[config.mk]
export PLATFORM = sky130hd
export DESIGN_NAME = bus_prio_arbiter
export DESIGN_NICKNAME = d
export VERILOG_FILES = /design/src/rtl/bus_arb_pkg.sv /design/src/rtl/arb_eligible.sv /design/src/rtl/arb_fixed_pick.sv /design/src/rtl/bus_prio_arbiter.sv
export SDC_FILE = /design/constraint.sdc
export NUM_CORES = 1
export LEC_CHECK = 0
export BUFFER_PORTS_ARGS = -buffer_cell sky130_fd_sc_hd__buf_2
export CELL_PAD_IN_SITES_DETAIL_PLACEMENT = 1
export CELL_PAD_IN_SITES_GLOBAL_PLACEMENT = 2
export CORE_MARGIN = 1
export CORE_UTILIZATION = 19
export DETAILED_ROUTE_END_ITERATION = 8
export PLACE_DENSITY_LB_ADDON = 0.12
export SKIP_CTS_REPAIR_TIMING = 1
export SLEW_MARGIN = 0
export SYNTH_ARGS = -nofsm -noshare
export SYNTH_HDL_FRONTEND = slang
export SYNTH_SLANG_ARGS = --single-unit
[constraint.sdc]
create_clock -name clk -period 1.94 [get_ports clk]
set_input_delay 0 -clock clk [delete_from_list [all_inputs] [get_ports clk]]
set_output_delay 0 -clock clk [all_outputs]
set_load 0.005 [all_outputs]
[src/rtl/bus_arb_pkg.sv]
package bus_arb_pkg;
  localparam int NUM_SRC    = 4;
  localparam int SRC_HOLD   = 0;
  localparam int SRC_DATA   = 1;
  localparam int SRC_BRANCH = 2;
  localparam int SRC_SEQ    = 3;

  typedef logic [NUM_SRC-1:0] src_vec_t;

  localparam src_vec_t HOLD_BIT  = src_vec_t'(1) << SRC_HOLD;
  localparam src_vec_t DATA_BIT  = src_vec_t'(1) << SRC_DATA;
endpackage

[src/rtl/arb_eligible.sv]
// Filters raw requests down to those allowed to compete this round.
module arb_eligible
  import bus_arb_pkg::*;
(
  input  src_vec_t req_i,
  input  src_vec_t finishing_i,
  input  logic     seq_lock_i,
  input  logic     rmw_pending_i,
  output src_vec_t eligible_o
);
  src_vec_t lock_mask;

  always_comb begin
    lock_mask = '1;
    if (rmw_pending_i) lock_mask = lock_mask & ~HOLD_BIT;
    if (seq_lock_i)    lock_mask = lock_mask & DATA_BIT;
    eligible_o = req_i & ~finishing_i & lock_mask;
  end
endmodule

[src/rtl/arb_fixed_pick.sv]
// Lowest index wins; built from a running "someone above me asked" chain.
module arb_fixed_pick #(
  parameter int N = 4
) (
  input  logic [N-1:0] cand_i,
  output logic [N-1:0] win_o
);
  logic [N:0] taken;

  assign taken[0] = 1'b0;

  for (genvar i = 0; i < N; i++) begin : g_chain
    assign win_o[i]    = cand_i[i] & ~taken[i];
    assign taken[i+1]  = taken[i] | cand_i[i];
  end
endmodule

[src/rtl/bus_prio_arbiter.sv]
module bus_prio_arbiter
  import bus_arb_pkg::*;
(
  input  logic       clk,
  input  logic       rst_n,
  input  logic [3:0] req,
  input  logic [3:0] done,
  input  logic       seq_lock,
  input  logic       rmw_pending,
  output logic [3:0] grant,
  output logic       ext_master
);
  src_vec_t grant_q;
  src_vec_t finishing;
  src_vec_t eligible;
  src_vec_t winner;
  logic     arb_run;

  assign finishing = done & grant_q;
  assign arb_run   = (grant_q == '0) || (finishing != '0);

  arb_eligible u_elig (
    .req_i         (req),
    .finishing_i   (finishing),
    .seq_lock_i    (seq_lock),
    .rmw_pending_i (rmw_pending),
    .eligible_o    (eligible)
  );

  arb_fixed_pick #(.N(NUM_SRC)) u_pick (
    .cand_i (eligible),
    .win_o  (winner)
  );

  always_ff @(posedge clk or negedge rst_n) begin
    if (!rst_n)       grant_q <= '0;
    else if (arb_run) grant_q <= winner;
  end

  assign grant      = grant_q;
  assign ext_master = grant_q[SRC_HOLD];

  // never two owners
  p_onehot_r3: assert property (@(posedge clk) disable iff (!rst_n)
    $onehot0(grant));

  // grant stays until its own done
  p_hold_until_done_r5: assert property (@(posedge clk) disable iff (!rst_n)
    ((grant != '0) && ((done & grant) == '0)) |=> (grant == $past(grant)));

  // an eligible request is never left waiting in a round
  p_serve_eligible_r6: assert property (@(posedge clk) disable iff (!rst_n)
    (arb_run && (eligible != '0)) |=> (grant != '0));

  // under seq_lock only operand data may be newly granted
  p_seq_lock_r7: assert property (@(posedge clk) disable iff (!rst_n)
    (arb_run && seq_lock) |=> ((grant & ~DATA_BIT) == '0));

  // hold cannot win inside a read-modify-write gap
  p_rmw_hold_r8: assert property (@(posedge clk) disable iff (!rst_n)
    (arb_run && rmw_pending) |=> !grant[SRC_HOLD]);

  // nothing asked, nothing given
  p_idle_r9: assert property (@(posedge clk) disable iff (!rst_n)
    (arb_run && (req == '0)) |=> (grant == '0) && !ext_master);
endmodule

; Word-level counts from Yosys, hierarchy flattened
; Cells that the tools add are included.
[word_totals]
ff_bits = 4
inputBits = 12
out_inout_bits = 5
elab_cells = 18
[op_classes]
n_mux = 2
bitwise_logic = 12
reduce_logical = 3
[ops]
columns = op, count
row1 = AND 4 bit, 3
row2 = logical NOT 4 bit, 1
row3 = two-way mux 4 bit, 1
row4 = inverter 4 bit, 1
row5 = nonzero test 4 bit, 1
row6 = AND 1 bit, 3
row7 = inverter 1 bit, 3
row8 = bitwise OR 1 bit, 2
row9 = logical OR 1 bit, 1
row10 = two-way mux 1 bit, 1

; Logic depth before layout (Yosys ltp)
; Gate-level depths: netlist of run 1.
[logic_depth]
depth_word = 8
mapped_depth = 3
ltp_nobuf = 3

; Hierarchy
; A second synthesis of run 1 with hierarchy kept.
[hier_totals]
cells_unflattened = 25
hier_area_um2 = 292.8
[modules_own_cells]
columns = module, n_inst, cells_per_inst, area_per_inst_um2
row1 = bus_prio_arbiter, 1, 17, 220.2
row2 = arb_eligible, 1, 4, 36.3
row3 = arb_fixed_pick, 1, 4, 36.3

; Worst setup path after synthesis of run 1
; Ideal clock, no wire load.
[synth_timing]
kind = register to register
from = register grant_q[1] (netlist: grant[1])
to = register grant_q[2] (netlist: grant[2])
t_arrival_ps = 1475
setup_slack_ps = 355
path_stages_with_launch = 4
cell_sequence = dfrtp_1 or4_4 and3_4 o41ai_1
[synth_via]
elab_chain_cells = 7
word_cells_on_any_way = 10
cone_classes = bitwise: 7 / reduce/logical: 3
[synth_rtl]
columns = item, line
row1 = from (decl), bus_prio_arbiter.sv:13  ; src_vec_t grant_q;
row2 = from (signal assigned), bus_prio_arbiter.sv:37  ; else if (arb_run) grant_q <= winner;
row3 = AND 4 bit, bus_prio_arbiter.sv:19  ; assign finishing = done & grant_q;
row4 = inverter 4 bit, arb_eligible.sv:17  ; eligible_o = req_i & ~finishing_i & lock_mask;
row5 = AND 4 bit (2 in a row), arb_eligible.sv:17
row6 = bitwise OR 1 bit, arb_fixed_pick.sv:14  ; assign taken[i+1] = taken[i] | cand_i[i];
row7 = inverter 1 bit, arb_fixed_pick.sv:13  ; assign win_o[i] = cand_i[i] & ~taken[i];
row8 = AND 1 bit, arb_fixed_pick.sv:13
; Several ways; a longest one is shown, not always the timed one.
; A chain may end at the register's enable or synchronous reset.

; Worst setup path in the final report of run 1
; Ends and elaborated chain as after synthesis.

==> key figures, run 1 <==
GRT
  • Vias in the first global route: 290
  • GR Overflow Total: 0
  • First-pass GRT wire length: 1228 um
  • Antenna violations before repair: 0
  • Largest net degree at the start of global routing: 7
  • Gr usage total: 13.37%

Pwr
  • Worst ir drop on vdd: 0.0006442 V
  • Pleak: 0.0001937 uW
  • Power Dens Cells: 1312 mW/mm2

Route
  • DR DRC count: 0
  • Mean routed wirelength per cell: 12.90 um
  • Vias/cell: 5.086
  • Routed Antenna Nets: 0
  • DRT iter0 DRCs: 4
  • DR vias: 295
  • First-pass DRT Iterations: 4
  • Final WL: 748 um

Status
  • Status: finished, final reports clean

Worst setup path
  • Required time worst endpoint: 2060 ps
  • CP Class: reg2reg
  • CP Launch Type: register
  • Cell with the largest stage delay on the worst path: or4_4
  • CP peak stage delay: 580 ps
  • Worst-path fanout max: 5
  • CP Capture Type: register
  • Worst EP arrival: 1820 ps
  • CP cell instances: or4_4 -> and3_4 -> o41ai_1

Clocking
  • Clock sinks: 4
  • CTS tree: yes
  • Clock Tree Buf Depth: 2
  • H-tree levels: 1
  • CTS root buf: clkbuf_4
  • Later-pin clock latency in the skew report: 240 ps
  • Clock transition at path regs: 40 ps
  • CTS Buf Count: 3

Synthesis
  • Syn Std Cell Area: 252.7 um2
  • Yosys warnings: 0
  • Yosys reg bits: 4
  • Synth cell types: 15
  • Yosys top cell area share: 39.60%
  • Area contributors post-synth: dfrtp_1 (40%), a21bo_2 (7.9%), nand4_1 (7.4%), o41ai_1 (6.9%), a22oi_1 (5.9%)
  • Mean post-synth cell area: 10.53 um2
  • Mapped Cells: 24
  • Yosys top cell by area: dfrtp_1
  • Sequential fraction of the synthesis area: 39.60%
  • Syn_nets: 36

Layout
  • # nets final: 58
  • Number of diodes: 0
  • Area growth, synth to finish: 51.49%
  • Post-Route Utilization: 32.69%
  • Share of cells above drive strength 1: 56.82%
  • Largest register FFs: 4

Floorplan
  • Initial core utilization: 21.58%
  • Die area: 0.001480 mm2
  • Die height: 38.47 um
  • Cell Rows: 12
  • Core ar.: 0.001171 mm2
  • Die W: 38.47 um
  • Boundary pin count: 17

STA
  • Upper clock frequency limit: 588.6 MHz
  • Final Hold Violating Endpoints: 0
  • Worst-margin pin slew: 379.3 ps
  • Fin crit share: 87.57%
  • Final number of setup-violating endpoints: 0
  • Fin Setup TNS: 0 ps
  • RSZ-0062 raised after global routing: false
  • Worst rel slew slack: 74.06%
  • Fin. max-slew vios: 0
  • Post-Route Skew: 8.690 ps
  • Tmin final: 1699 ps

Flow run
  • Maxcap violations: 0

Place
  • IO buf count: 16
  • Final HPWL DP: 636.5 um
  • Gpl congestion: 0.7479

Worst hold path
  • Worst hold path type: in2reg
## synthesized netlist by cell type
master / count
nand2_1: 1
nand3_1: 2
buf_4: 1
and3_4: 1
mux2_2: 1
a22oi_1: 2
a2111oi_0: 1
a21bo_2: 2
nand4_1: 3
o31ai_1: 1
or4_4: 1
nand2b_1: 1
o41ai_1: 2
dfrtp_1: 4
inv_1: 1
## worst max-delay path: cells and delay by family, from the launching register on
kind / cells / cell delay, ps
compound gates: 1 / 380
flops: 1 / 420
simple gates: 2 / 790
## layer usage
layer  part of all wire (%)  global-route usage (%)  wire length (um)
met2                     42                   19.49               315
met4                    1.1                   7.759                 8
met5                      0                       0                 0
met1                     46                   13.99               344
met3                     11                   9.302                79
## through the flow
| stage | setup WS, ps | total power [uW] | cells | hold slack, ps | instance area (um2) |
|---|---|---|---|---|---|
| 4_1_cts | 218.3 | 509.6 | 57 | -451.3 | 372.9 |
| 5_1_grt | 137.9 | 547.6 | 58 | 42.83 | 382.9 |
| 2_1_floorplan | 355.1 | 323.1 | 24 | -295.6 | 252.7 |
| 3_5_place_dp | 256.2 | 400.3 | 54 | -193.7 | 350.3 |
| 3_3_place_gp | 199.9 | 400.1 | 54 | -192.8 | 350.3 |
| 6_report | 241.1 | 502.5 | 58 | 44.52 | 382.9 |
## cell type report
class	instances	area [um2]
inverters	1	3.754
flip-flops and latches	4	100.1
repair buffers	18	97.59
multi-input cells	18	141.4
fillers	150	788.3
well taps	14	17.52
clock buffers	3	22.52
## kinds of logic after synthesis
| group | share of synthesized area (%) |
|---|---|
| simple gates | 24.26 |
| compound gates | 27.23 |
| flops | 39.61 |
| buf+inv | 4.455 |
| mux | 4.455 |
## worst paths after layout
kind                                            from              endpoint  slack, ps  depth (start not counted)
worst max-delay path            grant[1]$_DFFE_PN0P_  grant[2]$_DFFE_PN0P_        240                          3
worst min-delay path                          req[3]  grant[3]$_DFFE_PN0P_         40                          3
worst max register to register  grant[1]$_DFFE_PN0P_  grant[2]$_DFFE_PN0P_        240                          3
worst min register to register  grant[0]$_DFFE_PN0P_  grant[0]$_DFFE_PN0P_        600                          1
max in group asynchronous                      rst_n  grant[0]$_DFFE_PN0P_       1720                          2
min in group asynchronous                      rst_n  grant[2]$_DFFE_PN0P_         90                          2
## report_power, final
part           switching, uW  internal (uW)
Sequential              41.3            114
Combinational            108            134
Clock                   35.3           69.2
## layout by cell type, fill, tap and decap left out, drive strengths merged
cell type / Yosys / layout
buf: 1 / 17
dfrtp: 4 / 4
nand4: 3 / 3
clkbuf: 0 / 3
a22oi: 2 / 2
a21bo: 2 / 2
nand3: 2 / 2
o41ai: 2 / 2
or4: 1 / 1
and3: 1 / 1
inv: 1 / 1
a2111oi: 1 / 1
o31ai: 1 / 1
mux2: 1 / 1
nand2: 1 / 1
nand2b: 1 / 1
dlygate4sd3: 0 / 1
Note: power is estimated with default switching activity, not from simulation.
==> run 2, diff against run 1 <==
Settings changed: CORE_AREA from default to 2 2 39 41, CORE_MARGIN 1 to default, CORE_UTILIZATION 19 to default, DIE_AREA from default to 0 0 41 43.
Clock period 1.94 ns to 2.05 ns, I/O delays scaled along.
==> key figures, run 2 (synthesized netlist as in run 1, its figures left out) <==
Worst setup path
  • Crit path to: grant[3]$_DFFE_PN0P_
  • Crit-path leading delay family: simple AND/OR/NAND/NOR gates
  • Worst-path fanout max: 5
  • CP Class: reg2reg
  • CP Launch Type: register
  • Worst EP arrival: 1800 ps
  • Required time worst endpoint: 2170 ps
  • WP depth: 3
  • Worst reg2reg path depth: 3
  • R2r setup slk: 360 ps
  • Reg2reg start: grant[1]$_DFFE_PN0P_
  • CP Capture Type: register
  • Crit. Startpoint: grant[1]$_DFFE_PN0P_
  • Cell with the largest stage delay on the worst path: or4_4
  • CP peak stage delay: 580 ps
  • CP cell instances: or4_4 -> and3_4 -> o41ai_1
  • Reg-to-reg endpoint: grant[3]$_DFFE_PN0P_
  • Bufs and invs on worst path: 0

Route
  • Routed Antenna Nets: 0
  • DR DRC count: 0
  • DRT iter0 DRCs: 3
  • Final WL: 864 um
  • DR vias: 296
  • Mean routed wirelength per cell: 14.40 um
  • Vias/cell: 4.933
  • First-pass DRT Iterations: 2

Layout
  • Area growth, synth to finish: 52.48%
  • Share of cells above drive strength 1: 56.82%
  • Layout Cells excl Fill: 60
  • Most common cell after layout, fill and taps aside: buf_2
  • # nets final: 58
  • Largest register FFs: 4
  • Most frequent cells in the layout: buf_2 (16), dfrtp_1 (4), nand4_1 (3), clkbuf_4 (3)
  • Number of diodes: 0

Place
  • Gpl congestion: 0.7240
  • Cell count after placement: 56
  • IO buf count: 16

STA
  • Fin crit share: 82.25%
  • Worst-margin pin slew: 424.0 ps
  • Hold slack: 51.98 ps
  • Fin Setup TNS: 0 ps
  • Tmin final: 1686 ps
  • RSZ-0062 raised after global routing: false
  • Post-Route Skew: 9.419 ps
  • Final Hold Violating Endpoints: 0
  • Upper clock frequency limit: 593.1 MHz
  • Final number of setup-violating endpoints: 0
  • Fin. max-slew vios: 0
  • Worst rel slew slack: 71.73%

Clocking
  • CTS tree: yes
  • CTS root buf: clkbuf_4
  • Clock transition at path regs: 40 ps
  • CTS Buf Count: 3
  • Clock Tree Buf Depth: 2
  • Clock sinks: 4
  • H-tree levels: 1
  • Later-pin clock latency in the skew report: 240 ps

Floorplan
  • Initial core utilization: 18.26%
  • Core ar.: 0.001384 mm2
  • Boundary pin count: 17
  • Die height: 43 um
  • Die area: 0.001763 mm2
  • Cell Rows: 14
  • Die W: 41 um

GRT
  • GR Overflow Total: 0
  • Vias in the first global route: 315
  • Largest net degree at the start of global routing: 7
  • Antenna violations before repair: 0
  • Gr usage total: 12.21%
  • First-pass GRT wire length: 1421 um

Worst hold path
  • Worst hold path type: in2reg
  • Worst Min Path Start: req[3]

Pwr
  • Power Dens Cells: 1242 mW/mm2
  • Worst ir drop on vdd: 0.0006133 V
  • Pleak: 0.0001937 uW

Status
  • Status: finished, final reports clean

Flow run
  • Maxcap violations: 0
==> run 2: cell counts in the layout (fill, tap and decap cells not counted) <==
Identical to the previous run, type by type.
==> run 2: routing by layer <==
metal  up-vias  global-route usage (%)  part of all wire, %
met4         0                   7.333                    0
met1       143                   15.36                   45
met5         -                       0                    0
li1        141                       -                    -
met3         0                   7.853                  9.3
met2        12                   15.00                   45
==> run 2: final cells by class <==
| cell class | count | area [um2] |
|---|---|---|
| Clock buffer | 3 | 22.52 |
| Fill cell | 174 | 998.5 |
| Inverter | 1 | 3.754 |
| Multi-Input combinational cell | 18 | 141.4 |
| Sequential cell | 4 | 100.1 |
| Tap cell | 16 | 20.02 |
| Timing Repair Buffer | 18 | 97.59 |
==> run 2: where the power goes <==
group	internal, uW	switching [uW]	total, uW
clock network	65.7	35.2	101
registers	108	39.1	147
logic	127	103	231
==> run 2: worst min-delay path: stages <==
cell and delay (ps):
buf_2 100, nand3_1 60, o41ai_1 70
==> run 2: how the worst min path moves through the flow <==
stage / to / slack, ps / cells after the start
6_report: grant[3]$_DFFE_PN0P_ / 50 / 3
3_3_place_gp: grant[1]$_DFFE_PN0P_ / -180 / 1
2_1_floorplan: grant[0]$_DFFE_PN0P_ / -300 / 0
5_1_grt: grant[3]$_DFFE_PN0P_ / 60 / 3
3_5_place_dp: grant[1]$_DFFE_PN0P_ / -180 / 1
4_1_cts: grant[1]$_DFFE_PN0P_ / -440 / 1
==> run 2: metrics by stage <==
step / area (um2) / power [uW] / setup WS [ps] / utilization, %
after global placement: 352.8 / 378.4 / 379.2 / 25.50
final: 385.4 / 478.8 / 363.9 / 27.85
after global routing: 385.4 / 522.3 / 278.0 / 27.85
after floorplan: 252.7 / 305.8 / 465.1 / -
after detailed placement: 352.8 / 377.8 / 362.4 / 25.50
after CTS: 375.4 / 485.3 / 355.5 / 27.12
